File: src/rtl/lcd_timing_pkg.sv
`timescale 1ns/1ps
package lcd_timing_pkg;
  localparam int HPER_W  = 18;
  localparam int HPW_W   = 14;
  localparam int HWAIT_W = 12;
  localparam int HACT_W  = 18;
  localparam int VPER_W  = 16;
  localparam int VPW_W   = 18;
  localparam int VWAIT_W = 16;
  localparam int VACT_W  = 16;
  localparam int CFG_W   = HPER_W + HPW_W + HWAIT_W + HACT_W +
                           VPER_W + VPW_W + VWAIT_W + VACT_W;

  typedef struct packed {
    logic [HPER_W-1:0]  h_per;
    logic [HPW_W-1:0]   h_pw;
    logic [HWAIT_W-1:0] h_wait;
    logic [HACT_W-1:0]  h_act;
    logic [VPER_W-1:0]  v_per;
    logic [VPW_W-1:0]   v_pw;
    logic [VWAIT_W-1:0] v_wait;
    logic [VACT_W-1:0]  v_act;
  } timing_cfg_t;
endpackage

File: src/rtl/lcd_cfg_shadow.sv
`timescale 1ns/1ps
module lcd_cfg_shadow
  import lcd_timing_pkg::*;
(
  input  logic        clk_i,
  input  logic        rst_ni,
  input  logic        load_i,
  input  timing_cfg_t cfg_i,
  output timing_cfg_t cfg_o
);
  timing_cfg_t cfg_q;

  always_ff @(posedge clk_i or negedge rst_ni) begin
    if (!rst_ni)     cfg_q <= '0;
    else if (load_i) cfg_q <= cfg_i;
  end

  assign cfg_o = cfg_q;

  // shadow only moves on a load
  assert_cfg_hold_R10: assert property (@(posedge clk_i) disable iff (!rst_ni)
    !load_i |=> $stable(cfg_q));
endmodule

File: src/rtl/lcd_axis_counter.sv
`timescale 1ns/1ps
module lcd_axis_counter #(
  parameter int W = 16
) (
  input  logic         clk_i,
  input  logic         rst_ni,
  input  logic         clr_i,
  input  logic         step_i,
  input  logic [W-1:0] limit_i,
  output logic [W-1:0] cnt_o,
  output logic         wrap_o
);
  localparam logic [W-1:0] ONE = W'(1);

  logic [W-1:0] cnt_q;
  logic         last;

  assign last   = (cnt_q == limit_i - ONE);
  assign wrap_o = step_i && last;
  assign cnt_o  = cnt_q;

  always_ff @(posedge clk_i or negedge rst_ni) begin
    if (!rst_ni)      cnt_q <= '0;
    else if (clr_i)   cnt_q <= '0;
    else if (wrap_o)  cnt_q <= '0;
    else if (step_i)  cnt_q <= cnt_q + ONE;
  end

  // position never reaches the programmed period
  assert_cnt_bound_R1: assert property (@(posedge clk_i) disable iff (!rst_ni)
    (limit_i != '0) |-> (cnt_q < limit_i));

  // no step, no movement
  assert_cnt_hold_R8: assert property (@(posedge clk_i) disable iff (!rst_ni)
    (!step_i && !clr_i) |=> $stable(cnt_q));
endmodule

File: src/rtl/lcd_axis_window.sv
`timescale 1ns/1ps
module lcd_axis_window #(
  parameter int CNT_W  = 16,
  parameter int PW_W   = 16,
  parameter int WAIT_W = 16,
  parameter int ACT_W  = 16
) (
  input  logic [CNT_W-1:0]  cnt_i,
  input  logic [PW_W-1:0]   pw_i,
  input  logic [WAIT_W-1:0] wait_i,
  input  logic [ACT_W-1:0]  act_i,
  output logic              sync_o,
  output logic              win_o
);
  localparam int M1    = (CNT_W > PW_W) ? CNT_W : PW_W;
  localparam int M2    = (WAIT_W > ACT_W) ? WAIT_W : ACT_W;
  localparam int EXT_W = ((M1 > M2) ? M1 : M2) + 1;

  logic [EXT_W-1:0] c, pw, wt, ac, wt_end;

  always_comb begin
    c      = EXT_W'(cnt_i);
    pw     = EXT_W'(pw_i);
    wt     = EXT_W'(wait_i);
    ac     = EXT_W'(act_i);
    wt_end = wt + ac;
    sync_o = (c < pw);
    win_o  = (c >= wt) && (c < wt_end);
  end
endmodule

File: src/rtl/lcd_timing_gen.sv
`timescale 1ns/1ps
module lcd_timing_gen
  import lcd_timing_pkg::*;
(
  input  logic               clk_i,
  input  logic               rst_ni,
  input  logic               pix_en_i,
  input  logic               sync_on_i,
  input  logic               run_i,
  input  logic [HPER_W-1:0]  h_period_i,
  input  logic [HPW_W-1:0]   h_pulse_i,
  input  logic [HWAIT_W-1:0] h_wait_i,
  input  logic [HACT_W-1:0]  h_active_i,
  input  logic [VPER_W-1:0]  v_period_i,
  input  logic [VPW_W-1:0]   v_pulse_i,
  input  logic [VWAIT_W-1:0] v_wait_i,
  input  logic [VACT_W-1:0]  v_active_i,
  input  logic               hsync_pol_i,
  input  logic               vsync_pol_i,
  input  logic               de_pol_i,
  output logic               hsync_o,
  output logic               vsync_o,
  output logic               de_o,
  output logic               pix_req_o,
  output logic               frame_start_o
);
  timing_cfg_t       cfg_in, cfg_q;
  logic [HPER_W-1:0] h_cnt;
  logic [VPER_W-1:0] v_cnt;
  logic              h_wrap, v_wrap, cfg_load;
  logic              h_sync, h_win, v_sync, v_win;
  logic              hs_d, vs_d, de_d, req_d, fs_d, in_window;

  assign cfg_in = '{h_per: h_period_i, h_pw: h_pulse_i, h_wait: h_wait_i,
                    h_act: h_active_i, v_per: v_period_i, v_pw: v_pulse_i,
                    v_wait: v_wait_i, v_act: v_active_i};

  // capture while off, or at the step that wraps the frame
  assign cfg_load = !sync_on_i || v_wrap;

  lcd_cfg_shadow u_shadow (
    .clk_i  (clk_i),
    .rst_ni (rst_ni),
    .load_i (cfg_load),
    .cfg_i  (cfg_in),
    .cfg_o  (cfg_q)
  );

  lcd_axis_counter #(.W(HPER_W)) u_hcnt (
    .clk_i   (clk_i),
    .rst_ni  (rst_ni),
    .clr_i   (!sync_on_i),
    .step_i  (pix_en_i),
    .limit_i (cfg_q.h_per),
    .cnt_o   (h_cnt),
    .wrap_o  (h_wrap)
  );

  lcd_axis_counter #(.W(VPER_W)) u_vcnt (
    .clk_i   (clk_i),
    .rst_ni  (rst_ni),
    .clr_i   (!sync_on_i),
    .step_i  (h_wrap),
    .limit_i (cfg_q.v_per),
    .cnt_o   (v_cnt),
    .wrap_o  (v_wrap)
  );

  lcd_axis_window #(.CNT_W(HPER_W), .PW_W(HPW_W), .WAIT_W(HWAIT_W), .ACT_W(HACT_W)) u_hwin (
    .cnt_i  (h_cnt),
    .pw_i   (cfg_q.h_pw),
    .wait_i (cfg_q.h_wait),
    .act_i  (cfg_q.h_act),
    .sync_o (h_sync),
    .win_o  (h_win)
  );

  lcd_axis_window #(.CNT_W(VPER_W), .PW_W(VPW_W), .WAIT_W(VWAIT_W), .ACT_W(VACT_W)) u_vwin (
    .cnt_i  (v_cnt),
    .pw_i   (cfg_q.v_pw),
    .wait_i (cfg_q.v_wait),
    .act_i  (cfg_q.v_act),
    .sync_o (v_sync),
    .win_o  (v_win)
  );

  // active ^ ~pol yields pol when active, ~pol when idle
  always_comb begin
    in_window = sync_on_i && h_win && v_win;
    hs_d  = (sync_on_i && h_sync) ^ ~hsync_pol_i;
    vs_d  = (sync_on_i && v_sync) ^ ~vsync_pol_i;
    de_d  = in_window ^ ~de_pol_i;
    req_d = in_window && run_i;
    fs_d  = sync_on_i && pix_en_i && (h_cnt == '0) && (v_cnt == '0);
  end

  always_ff @(posedge clk_i or negedge rst_ni) begin
    if (!rst_ni) begin
      hsync_o       <= 1'b0;
      vsync_o       <= 1'b0;
      de_o          <= 1'b0;
      pix_req_o     <= 1'b0;
      frame_start_o <= 1'b0;
    end else begin
      hsync_o       <= hs_d;
      vsync_o       <= vs_d;
      de_o          <= de_d;
      pix_req_o     <= req_d;
      frame_start_o <= fs_d;
    end
  end

  // frame start lasts one clock
  assert_fs_single_R7: assert property (@(posedge clk_i) disable iff (!rst_ni)
    (frame_start_o && cfg_q.h_per > HPER_W'(1)) |=> !frame_start_o);

  // a switched-off generator neither requests pixels nor starts frames
  assert_off_quiet_R9: assert property (@(posedge clk_i) disable iff (!rst_ni)
    !sync_on_i |=> (!pix_req_o && !frame_start_o));

  // a request only ever comes with data enable at its active level
  assert_req_with_de_R6: assert property (@(posedge clk_i) disable iff (!rst_ni)
    pix_req_o |-> (de_o == $past(de_pol_i)));
endmodule

File: config.mk
export PLATFORM = sky130hd
export DESIGN_NAME = lcd_timing_gen
export DESIGN_NICKNAME = d
export VERILOG_FILES = /design/src/rtl/lcd_timing_pkg.sv /design/src/rtl/lcd_cfg_shadow.sv /design/src/rtl/lcd_axis_counter.sv /design/src/rtl/lcd_axis_window.sv /design/src/rtl/lcd_timing_gen.sv
export SDC_FILE = /design/constraint.sdc
export NUM_CORES = 1
export LEC_CHECK = 0
export CAP_MARGIN = 20
export CORE_ASPECT_RATIO = 0.7
export CORE_MARGIN = 5
export CORE_UTILIZATION = 55
export DETAILED_ROUTE_END_ITERATION = 10
export PLACE_DENSITY = 0.79
export REMOVE_ABC_BUFFERS = 1
export SLEW_MARGIN = 20
export SYNTH_ARGS = -nofsm -noshare
export SYNTH_HDL_FRONTEND = slang
export SYNTH_SLANG_ARGS = --single-unit
File: constraint.sdc
create_clock -name clk_i -period 4.2 [get_ports clk_i]
set_input_delay 0.84 -clock clk_i [delete_from_list [all_inputs] [get_ports clk_i]]
set_output_delay 0.84 -clock clk_i [all_outputs]
set_load 0.01 [all_outputs]
==> flow_summary_export.csv <==
group,metric,value,unit
run_status,outcome,"finished clean",
routing,drtIter0Drc,736,
pwr,vdd_drop_max,332.7,uV
timing,setup_viol,0,
logic_synthesis,synth_top_area_share,35.33,%
place,place.port_buffers,140,
global_route,grt_pass1_vias,9215,
finish,area_growth,18.24,%
setup_path,crit_type,"reg -> reg",
setup_path,crit_path_max_fanout,3,
timing,finClkSkew,0.01088,ns
global_route,use_met1,36.23,%
floorplan,std_cell_rows,44,
setup_path,cp.arrival,4.29,ns
cts,clock-root-buffer,"clkbuf_16",
flow_run,drv_cap,0,
cts,insertion_delay,0.45,ns
timing,period_needed,3.976,ns
setup_path,cp_slowest_cell,"or4_1",
routing,routed-via-count,9268,
floorplan,die_area,0.02459,mm2
global_route,grt_usage,23.64,%
logic_synthesis,synth_cell_types,74,
setup_path,max_stage_delay,0.52,ns
pwr,power.leakage,6.383,nW
logic_synthesis,synthesis.area,0.01183,mm2
place,routabilityCongestion,0.9411,
logic_synthesis,async_flop_share,100.0,%
floorplan,die_w,185.3,um
setup_path,critPathCaptureType,"flop",
logic_synthesis,yosysTopAreaCell,"dfrtp_1",
logic_synthesis,ys.flop_type,"dfrtp_1",
setup_path,r2r-end,"de_o",
timing,fmax,251.5,MHz
place,post-place-ws,0.04609,ns
floorplan,core_area,0.02092,mm2
timing,tightest_slew,0.7595,ns
routing,wire_per_inst,18.35,um
global_route,grt_max_degree,82,
finish,fillers,1627,
pwr,power.density,332.7,mW/mm2
logic_synthesis,ys_warn_count,0,
logic_synthesis,netlist_top_cells_area,"dfrtp_1 35%, ha_1 13%, mux2_2 7.1%, mux2_4 6.3%, xnor2_1 4.0%",
logic_synthesis,postSynthAreaPerCell,10.33,um2
setup_path,timing.critical_path.cells,"ha_1 > fa_1 > a211oi_1 > o21ai_0 > nand3b_1 > nand3_1 > nand4_1 > nand2_1 > xnor2_1 > ha_1 > o211ai_1 > or4_1 > o221ai_1 > o211ai_1 > o311ai_1 > xor2_1",
global_route,grt.busiest_layer,"met1",
timing,fin_tns_setup,0,ns
global_route,grt_overflow,0,
global_route,use_met2,33.47,%
routing,avgViaCountPerCell,5.930,
routing,routed_wirelength,28.69,mm
cts,clkTransAtPathRegs,0.07,ns
setup_path,crit_required,4.51,ns
setup_path,rrSetupSlack,0.22,ns
timing,rsz0062_at_grt,"no",
global_route,grt_pass1_wl,47.31,mm
cts,cts_tree,"yes",
floorplan,io_pins,141,
cts,cts_max_path_buffers,2,
cts,cts_setup_buffers,0,
timing,maxSlewViolCount,0,
finish,layout-drive-gt1-share,14.45,%
cts,cts.sinks,167,
floorplan,die_h,132.7,um
setup_path,rr_worst_depth,16,
setup_path,path_delay_family,"compound AO/OA/AOI/OAI gates",
logic_synthesis,ys_seq_area_share,35.33,%
logic_synthesis,synth_cells,1145,
timing,finalHoldViolCount,0,
setup_path,r2r-start,"u_shadow.cfg_o[16]",
min_path,hold_path_class,"in -> async",
finish,final_net_count,1536,
cts,numCtsBuffers,17,
logic_synthesis,synth_enable_flop_cells,0,
timing,setup_ws,0.2237,ns
setup_path,start_kind,"flop",
setup_path,crit_buf_inv,0,
global_route,antenna_found_initial,0,
routing,ant_nets,0,
timing,max-slew-margin-rel,48.06,%
cts,htreeDepth,4,
logic_synthesis,synth-seq-cells,167,
routing,drt-pass1-iter-count,5,
global_route,grt_util_met3,5.597,%
place,place_hpwl,21.37,mm
floorplan,start_util,56.54,%
timing,finalCritPeriodShare,94.67,%
finish,n_antenna_cell,0,
routing,drc,0,
-- per-stage QoR --
| stage | area [um2] | std cells | hold WS [ns] | power [mW] | utilization (%) |
|---|---|---|---|---|---|
| after detailed placement | 13420 | 1533 | 0.4950 | 3.144 | 64.17 |
| final | 13990 | 1563 | 0.4079 | 4.653 | 66.85 |
| after floorplan | 11530 | 1104 | 0.4653 | 2.743 | - |
| after CTS | 13970 | 1563 | 0.4478 | 4.656 | 66.79 |
| after global placement | 13420 | 1533 | 0.4765 | 3.101 | 64.17 |
| after global routing | 13990 | 1563 | 0.4792 | 4.900 | 66.85 |
-- layout make-up --
| cell class | count | area, um2 | share of cell area (%) |
|---|---|---|---|
| multi-input combinational | 859 | 7082 | 50.64 |
| sequential | 167 | 4179 | 29.88 |
| timing repair buffer | 153 | 1538 | 10.99 |
| clock buffer | 22 | 474.2 | 3.391 |
| tap | 276 | 345.3 | 2.469 |
| inverter | 78 | 292.8 | 2.093 |
| clock inverter | 8 | 75.07 | 0.5368 |
-- cell usage in the layout, fill, tap and decap left out, types with 11 or more instances in the layout --
cell type	synthesis	routed
a211oi_1	13	13
a21o_1	29	29
a21oi_1	63	62
clkbuf_16	0	17
clkdlybuf4s50_1	0	139
dfrtp_1	167	167
ha_1	122	122
inv_1	78	78
mux2_2	75	75
mux2_4	50	50
nand2_1	57	57
nand2b_1	15	15
nand3_1	41	41
nand4_1	20	20
nor2_1	62	62
nor3_1	25	25
nor4_1	15	15
o211ai_1	11	11
o21ai_0	32	31
or4_1	11	11
xnor2_1	54	54
xor2_1	34	34
-- cell usage after synthesis (6+ instances only) --
| cell | number |
|---|---|
| nand2b_1 | 15 |
| xnor2_1 | 54 |
| or3_1 | 6 |
| clkbuf_1 | 20 |
| mux2_4 | 50 |
| nand3_1 | 41 |
| nand4_1 | 20 |
| a2bb2oi_1 | 8 |
| a21oi_1 | 63 |
| a211oi_1 | 13 |
| nor2_1 | 62 |
| dfrtp_1 | 167 |
| nand2_1 | 57 |
| and3_1 | 10 |
| o21ai_0 | 32 |
| buf_12 | 6 |
| mux2_2 | 75 |
| nor3_1 | 25 |
| xor2_1 | 34 |
| o21a_1 | 8 |
| inv_1 | 78 |
| a21o_1 | 29 |
| or4_1 | 11 |
| ha_1 | 122 |
| nor2b_1 | 10 |
| nor4_1 | 15 |
| o211ai_1 | 11 |
| buf_4 | 9 |
-- what timing repair did --
item | CTS | global route
gates resized for setup | 0 | 5
endpoints found under the setup margin | 0 | 2
hold buffers | 0 | 0
-- per-layer routing --
layer / share of wire (%) / wire length [um]
met3: 8.2 / 2338
met1: 49 / 14040
met5: 0 / 0
met2: 42 / 11920
met4: 1.3 / 385
-- kinds of logic after synthesis --
kind of cell | share of synthesized area [%]
and+or+nand+nor | 14.05
muxes | 14.12
buffers and inverters | 4.982
adders and majority gates | 13.24
AOI/OAI and AO/OA | 11.57
xor gates and xnor gates | 6.706
DFF | 35.33
-- power breakdown --
part           switching, mW  total, mW  internal (mW)
sequential             0.175       1.92           1.74
clock                  0.654       1.51          0.852
combinational          0.585       1.23          0.644
total                   1.41       4.65           3.24
-- worst max-delay path by stage --
stage                       startpoint             endpoint  cells past startpoint
floorplan           u_shadow.cfg_o[50]  u_shadow.cfg_o[100]                     10
global placement     u_shadow.cfg_o[1]                 de_o                     17
detailed placement  u_shadow.cfg_o[17]                 de_o                     16
CTS                  u_shadow.cfg_o[1]                 de_o                     16
global route        u_shadow.cfg_o[67]                 de_o                     16
finish              u_shadow.cfg_o[16]                 de_o                     16
-- registers in the layout, indices dropped and copies added, names as in the netlist --
register	count
de_o	1
frame_start_o	1
hsync_o	1
pix_req_o	1
u_hcnt.cnt_o	18
u_shadow.cfg_o	128
u_vcnt.cnt_o	16
vsync_o	1
Power figures use the tool's default switching activity.
